**src/rtl/pkt_rx_pkg.sv**
```systemverilog
// Shared types for the framed packet receiver.
package pkt_rx_pkg;
    // Receive sequencer positions, in frame order.
    typedef enum logic [2:0] {
        ST_HUNT, ST_SUM, ST_TXSN, ST_RXSN, ST_CMD, ST_LEN, ST_BODY
    } rx_state_e;

    // Header fields kept for a frame.
    typedef struct packed {
        logic [7:0] txsn;
        logic [7:0] rxsn;
        logic [7:0] cmd;
        logic [7:0] len;
    } pkt_hdr_t;
endpackage

```
**src/rtl/pkt_rx_sum.sv**
```systemverilog
// Running modulo-2^W sum of the covered frame bytes.
// Assumes clear and add are never asserted together.
// sum_final is the sum including the byte currently on din.
module pkt_rx_sum #(
    parameter int W = 8
) (
    input  logic         clk,
    input  logic         rst_n,
    input  logic         clear,
    input  logic         add,
    input  logic [W-1:0] din,
    output logic [W-1:0] sum_final
);
    logic [W-1:0] acc;

    // Accumulate covered bytes; restart at each start byte.
    always_ff @(posedge clk) begin
        if (!rst_n)     acc <= '0;
        else if (clear) acc <= '0;
        else if (add)   acc <= acc + din;
    end

    // Sum as it stands once the present byte is included.
    always_comb sum_final = acc + din;
endmodule

```
**src/rtl/pkt_rx_buf.sv**
```systemverilog
// Body byte store: one write port, read port with no register stage.
// Assumes the writer keeps waddr inside DEPTH.
module pkt_rx_buf #(
    parameter int DEPTH = 32,
    parameter int W     = 8,
    localparam int AW   = $clog2(DEPTH)
) (
    input  logic          clk,
    input  logic          we,
    input  logic [AW-1:0] waddr,
    input  logic [W-1:0]  wdata,
    input  logic [AW-1:0] raddr,
    output logic [W-1:0]  rdata
);
    logic [W-1:0] mem [DEPTH];

    // Store a body byte.
    always_ff @(posedge clk) begin
        if (we) mem[waddr] <= wdata;
    end

    // Present the addressed byte.
    always_comb rdata = mem[raddr];
endmodule

```
**src/rtl/pkt_rx_seq.sv**
```systemverilog
// Frame sequencer: hunts for the start byte, steps through the header,
// counts body bytes (also those past the buffer) and decides each frame
// when its last byte arrives, using the checksum from pkt_rx_sum.
// Assumes DEPTH <= 255 and a power of two.
module pkt_rx_seq
    import pkt_rx_pkg::*;
#(
    parameter int         DEPTH = 32,
    parameter logic [7:0] SOF   = 8'h21,
    localparam int AW = $clog2(DEPTH)
) (
    input  logic          clk,
    input  logic          rst_n,
    input  logic [7:0]    in_byte,
    input  logic          in_valid,
    input  logic [7:0]    sum_final,
    output logic          sum_clear,
    output logic          sum_add,
    output logic          buf_we,
    output logic [AW-1:0] buf_waddr,
    output logic          pkt_ok,
    output logic          pkt_bad,
    output logic          pkt_trunc,
    output pkt_hdr_t      hdr
);
    localparam logic [7:0] DEPTH_B = 8'(DEPTH);

    rx_state_e  state;
    pkt_hdr_t   cap;
    logic [7:0] exp_sum;
    logic [7:0] body_cnt;
    logic       last_byte;
    logic       sum_match;
    logic [7:0] final_len;

    // Decode the present byte: accumulation, storage and frame end.
    always_comb begin
        sum_clear = in_valid && (state == ST_HUNT) && (in_byte == SOF);
        sum_add   = in_valid && (state inside {ST_TXSN, ST_RXSN, ST_CMD, ST_LEN, ST_BODY});
        buf_we    = in_valid && (state == ST_BODY) && (body_cnt < DEPTH_B);
        buf_waddr = body_cnt[AW-1:0];
        last_byte = in_valid &&
                    (((state == ST_LEN) && (in_byte == 8'd0)) ||
                     ((state == ST_BODY) && ((body_cnt + 8'd1) == cap.len)));
        final_len = (state == ST_LEN) ? in_byte : cap.len;
        sum_match = (sum_final == exp_sum);
    end

    // Step through the frame and capture header bytes.
    always_ff @(posedge clk) begin
        if (!rst_n) begin
            state    <= ST_HUNT;
            cap      <= '0;
            exp_sum  <= '0;
            body_cnt <= '0;
        end else if (in_valid) begin
            case (state)
                ST_HUNT: if (in_byte == SOF) state <= ST_SUM;
                ST_SUM:  begin exp_sum  <= in_byte; state <= ST_TXSN; end
                ST_TXSN: begin cap.txsn <= in_byte; state <= ST_RXSN; end
                ST_RXSN: begin cap.rxsn <= in_byte; state <= ST_CMD;  end
                ST_CMD:  begin cap.cmd  <= in_byte; state <= ST_LEN;  end
                ST_LEN: begin
                    cap.len  <= in_byte;
                    body_cnt <= '0;
                    state    <= (in_byte == 8'd0) ? ST_HUNT : ST_BODY;
                end
                ST_BODY: begin
                    body_cnt <= body_cnt + 8'd1;
                    if (last_byte) state <= ST_HUNT;
                end
                default: state <= ST_HUNT;
            endcase
        end
    end

    // Raise the completion pulses one cycle after the last byte.
    always_ff @(posedge clk) begin
        if (!rst_n) begin
            pkt_ok    <= 1'b0;
            pkt_bad   <= 1'b0;
            pkt_trunc <= 1'b0;
        end else begin
            pkt_ok    <= last_byte && sum_match;
            pkt_bad   <= last_byte && !sum_match;
            pkt_trunc <= last_byte && (final_len > DEPTH_B);
        end
    end

    // Publish header fields of verified packets only.
    always_ff @(posedge clk) begin
        if (!rst_n)                       hdr <= '0;
        else if (last_byte && sum_match)  hdr <= '{txsn: cap.txsn, rxsn: cap.rxsn,
                                                   cmd: cap.cmd, len: final_len};
    end
endmodule

```
**src/rtl/pkt_frame_rx.sv**
```systemverilog
// Top of the framed packet receiver: sequencer, checksum accumulator
// and body buffer. Assumes in_byte is only meaningful while in_valid.
module pkt_frame_rx
    import pkt_rx_pkg::*;
#(
    parameter int         DEPTH = 32,
    parameter logic [7:0] SOF   = 8'h21,
    localparam int AW = $clog2(DEPTH)
) (
    input  logic          clk,
    input  logic          rst_n,
    input  logic [7:0]    in_byte,
    input  logic          in_valid,
    output logic          pkt_ok,
    output logic          pkt_bad,
    output logic          pkt_trunc,
    output logic [7:0]    hdr_txsn,
    output logic [7:0]    hdr_rxsn,
    output logic [7:0]    hdr_cmd,
    output logic [7:0]    hdr_len,
    input  logic [AW-1:0] rd_addr,
    output logic [7:0]    rd_data
);
    logic          sum_clear;
    logic          sum_add;
    logic [7:0]    sum_final;
    logic          buf_we;
    logic [AW-1:0] buf_waddr;
    pkt_hdr_t      hdr;

    pkt_rx_seq #(.DEPTH(DEPTH), .SOF(SOF)) u_seq (
        .clk(clk), .rst_n(rst_n), .in_byte(in_byte), .in_valid(in_valid),
        .sum_final(sum_final), .sum_clear(sum_clear), .sum_add(sum_add),
        .buf_we(buf_we), .buf_waddr(buf_waddr), .pkt_ok(pkt_ok),
        .pkt_bad(pkt_bad), .pkt_trunc(pkt_trunc), .hdr(hdr)
    );

    pkt_rx_sum #(.W(8)) u_sum (
        .clk(clk), .rst_n(rst_n), .clear(sum_clear), .add(sum_add),
        .din(in_byte), .sum_final(sum_final)
    );

    pkt_rx_buf #(.DEPTH(DEPTH), .W(8)) u_buf (
        .clk(clk), .we(buf_we), .waddr(buf_waddr), .wdata(in_byte),
        .raddr(rd_addr), .rdata(rd_data)
    );

    // Split the published header onto its ports.
    always_comb begin
        hdr_txsn = hdr.txsn;
        hdr_rxsn = hdr.rxsn;
        hdr_cmd  = hdr.cmd;
        hdr_len  = hdr.len;
    end
endmodule

```
**config.mk**
```make
export PLATFORM = sky130hd
export DESIGN_NAME = pkt_frame_rx
export DESIGN_NICKNAME = d
export VERILOG_FILES = /design/src/rtl/pkt_rx_pkg.sv /design/src/rtl/pkt_rx_sum.sv /design/src/rtl/pkt_rx_buf.sv /design/src/rtl/pkt_rx_seq.sv /design/src/rtl/pkt_frame_rx.sv
export SDC_FILE = /design/constraint.sdc
export NUM_CORES = 1
export LEC_CHECK = 0
export BUFFER_PORTS_ARGS = -buffer_cell sky130_fd_sc_hd__buf_2
export CAP_MARGIN = 20
export CELL_PAD_IN_SITES_DETAIL_PLACEMENT = 0
export CELL_PAD_IN_SITES_GLOBAL_PLACEMENT = 1
export CORE_ASPECT_RATIO = 0.8
export CORE_MARGIN = 5
export CORE_UTILIZATION = 40
export CTS_CLUSTER_SIZE = 30
export DETAILED_ROUTE_END_ITERATION = 7
export GPL_TIMING_DRIVEN = 0
export PLACE_DENSITY_LB_ADDON = 0.1
export SYNTH_ARGS = -nofsm -noshare
export SYNTH_HDL_FRONTEND = slang
export SYNTH_SLANG_ARGS = --single-unit
```
**constraint.sdc**
```tcl
create_clock -name clk -period 2.49 [get_ports clk]
set_clock_uncertainty 0.1 [all_clocks]
set_input_delay 0.249 -clock clk [delete_from_list [all_inputs] [get_ports clk]]
set_output_delay 0.249 -clock clk [all_outputs]
set_load 0.05 [all_outputs]
```
==> results.md <==
* Leading register cell type out of synthesis: edfxtp_1
* Area delta synth->final at 22.6%
* Total power at 13.2 mW
* Count of pins over their slew limit at 0
* Vias/cell at 5.29
* Cell leakage power at 6.13 nW
* DR WL/cell at 22.0 um
* Pre-CTS WS at -1.37 ns
* Hold WS at 0.107 ns
* RSZ-0062 raised after global routing: true
* Clk root buf: clkbuf_16
* Drt drc at 0
* Synth Warn # at 0
* Worst EP arrival at 2.40 ns
* Clock Sink Count at 350
* Final WS setup at -0.258 ns
* Clock latency on the worst-skew pair at 0.53 ns
* Async S/R FF share, synth at 0%
* Cell Area, Synth at 14500 um2
* CTS buffer count at 38
* Fill cells at 3070
* Syn_nets at 1004
* Slew headroom at 30.0%
* Fmax at 0.364 GHz
* Syn Inst Count at 975
* Hold_buf cts at 0
* # setup viols final at 40
* CTS tree: built
* Outcome: complete, but fails checks
* Routed wire length at 35500 um
* Critical path launch point type: register
* Initial cell density of the core at 40.4%
* Part of the power in combinational logic at 8.9%
* Global route overflow at 0
* Die area at 40100 um2
* Netlist cell types at 54
* Worst-margin pin slew at 1.04 ns
* Nets at 1133
* Hpwl dp at 22800 um
* I/O pins at 59
* DIE WIDTH at 223 um
* Sw Ratio at 22.9%
* CP Class: register to output port
* Worst Reg2Reg Path Length in Cells at 11
* Tmin final at 2.75 ns
* Die Ht at 180 um
* Initial antenna violation count at 0
* CP endpoint kind: output port
* PortBufs at 52
* Sequential element share of the synthesized area at 66.2%
* Pre-Repair DR Iteration Count at 5
* Initial DRC Count at 519
* P_sw at 3.02 mW
* Post-DRT Antenna Nets at 0
* Failing checks: negative setup slack
* H-tree depth at 2
* Reg clk slew, reported paths at 0.06 ns
* Hold/Removal Path Class: input pin to register
* Number of synthesized flops with an enable pin at 256
* DR vias at 8525
* Vias in the first global route at 8817
* Max FO, Critical Path at 1
* Finished Cell Area at 17700 um2
* Int Power at 10.2 mW
* First-pass GRT wire length at 55100 um
* Yosys reg bits at 350
* Worst Path Required at 2.14 ns
* Largest net degree at the start of global routing at 42
* Hold Violations, Final at 0
* Placed cell area at 15400 um2
* Clock power share at 43.0%
* PwrDens at 746 nW/um2
* Worst Hold Depth at 1
* Layout Utilization at 49.6%
* Core footprint at 35800 um2
* Max-Cap Viols at 0
* Clk buf depth at 3
* Overall global routing resource usage at 17.8%
* Sequential Power Share at 48.1%
* Mapped Avg Cell Area at 14.8 um2
* Row count at 62
* Layout cells sized above 1 at 30.5%
* Gpl congestion at 0.781
* Fin crit share at 110%
* VDD IR max at 0.000404 V
[repair_timing]
| item | 4_1_cts | 5_1_grt |
|---|---|---|
| endpoints found under the hold margin | 0 | 0 |
| gates cloned | 3 | 0 |
| pin swaps | 37 | 13 |
| buffers inserted | 27 | 13 |
| resized for setup | 162 | 27 |
| endpoints found under the setup margin | 301 | 305 |
[power groups by stage]
stage | Sequential, mW | Clock (mW) | Combinational (mW)
detailed placement | 6.47 | 0 | 1.05
global placement | 6.47 | 0 | 1.06
global route | 6.37 | 6.07 | 1.28
finish | 6.36 | 5.68 | 1.18
CTS | 6.35 | 5.85 | 1.16
floorplan | 6.46 | 0 | 0.730
[worst max-delay path: stages (launching register included)]
cell,delay [ns]
edfxtp_1,0.35
mux4_2,0.49
mux4_2,0.56
mux2_4,0.31
buf_6,0.16
[sequential cells by signal (all words and copies together), names as in the netlist, 3 cells and up]
signal          count
u_buf.mem         256
u_seq.cap          32
u_seq.hdr          32
u_seq.body_cnt      8
u_seq.exp_sum       8
u_sum.acc           8
u_seq.state         3
[cell usage in the layout (no fill, tap or decap), types with 4 or more instances in the layout]
cell / count
edfxtp_1: 256
nand2_1: 160
dfxtp_1: 88
mux4_2: 80
a21oi_1: 58
clkbuf_16: 39
buf_2: 38
mux2i_1: 36
nor2_1: 34
clkbuf_1: 30
buf_4: 29
nor2_4: 27
buf_6: 19
buf_12: 13
o21ai_0: 12
nand3_1: 11
xnor2_1: 11
clkbuf_2: 10
inv_1: 9
mux2_4: 8
nor3_1: 8
mux2_2: 7
ha_1: 6
clkinvlp_4: 6
or3_1: 5
nand2b_1: 5
xor2_1: 5
bufinv_16: 5
clkinv_2: 5
nand2_4: 4
nor3_4: 4
a211oi_1: 4
ha_4: 4
[logic make-up after synthesis]
logic type | synth area share (%)
DFF | 66.2
and+or+nand+nor | 8.92
muxes | 16.1
AOI/OAI and AO/OA | 4.20
buffers and inverters | 1.83
xor gates and xnor gates | 1.57
adders and majority gates | 1.18
[worst paths after layout]
path	startpoint	to	slack [ns]
min reg2reg	u_seq.hdr[19]$_SDFFE_PN0P_	u_seq.hdr[19]$_SDFFE_PN0P_	0.35
max reg2reg	u_sum.acc[0]$_SDFFE_PP0P_	u_seq.hdr[25]$_SDFFE_PN0P_	-0.17
max	u_buf.mem[15][2]$_DFFE_PP_	rd_data[2]	-0.26
min	in_byte[0]	u_buf.mem[28][0]$_DFFE_PP_	0.11
[per-stage QoR]
stage	TNS [ns]	cells
3_3_place_gp	-347.84	1507
3_5_place_dp	-356.50	1507
6_report	-5.01	1611
4_1_cts	-6.17	1602
2_1_floorplan	0	975
5_1_grt	-10.01	1610
[layer usage]
| layer | vias up | share of wire (%) | GRT usage [%] |
|---|---|---|---|
| li1 | 3969 | - | - |
| met1 | 4342 | 49 | 27.5 |
| met2 | 167 | 44 | 26.3 |
| met3 | 47 | 4.7 | 3.19 |
| met4 | 0 | 1.7 | 4.12 |
| met5 | - | 0 | 0 |
[final cells by class]
| type | count | area (um2) | share of cell area, % |
|---|---|---|---|
| antenna | 1 | 2.50 | 0.0141 |
| buffer | 49 | 315 | 1.78 |
| clock buffer | 46 | 1010 | 5.71 |
| clock inverter | 20 | 240 | 1.35 |
| inverter | 11 | 41.3 | 0.233 |
| multi-input combinational | 563 | 5150 | 29.1 |
| sequential | 350 | 9580 | 54.1 |
| tap | 480 | 601 | 3.39 |
| timing repair buffer | 91 | 782 | 4.41 |
[synthesized netlist by cell type (6+ instances only)]
cell,number,share of area (%)
dfxtp_1,94,13
edfxtp_1,256,53
nor3_1,14,0.48
nor4_1,6,0.26
a211oi_1,6,0.31
mux2_2,15,1.2
a21oi_1,60,2.1
buf_2,7,0.24
mux2i_1,36,2.5
inv_1,11,0.29
nand3_1,13,0.45
nand2_1,165,4.3
nand2b_1,6,0.26
clkbuf_1,38,0.99
mux4_2,80,12
o21ai_0,14,0.48
nor2_1,61,1.6
xnor2_1,13,0.79
ha_1,12,1.0
No activity file was read; power rests on OpenSTA's default activity.
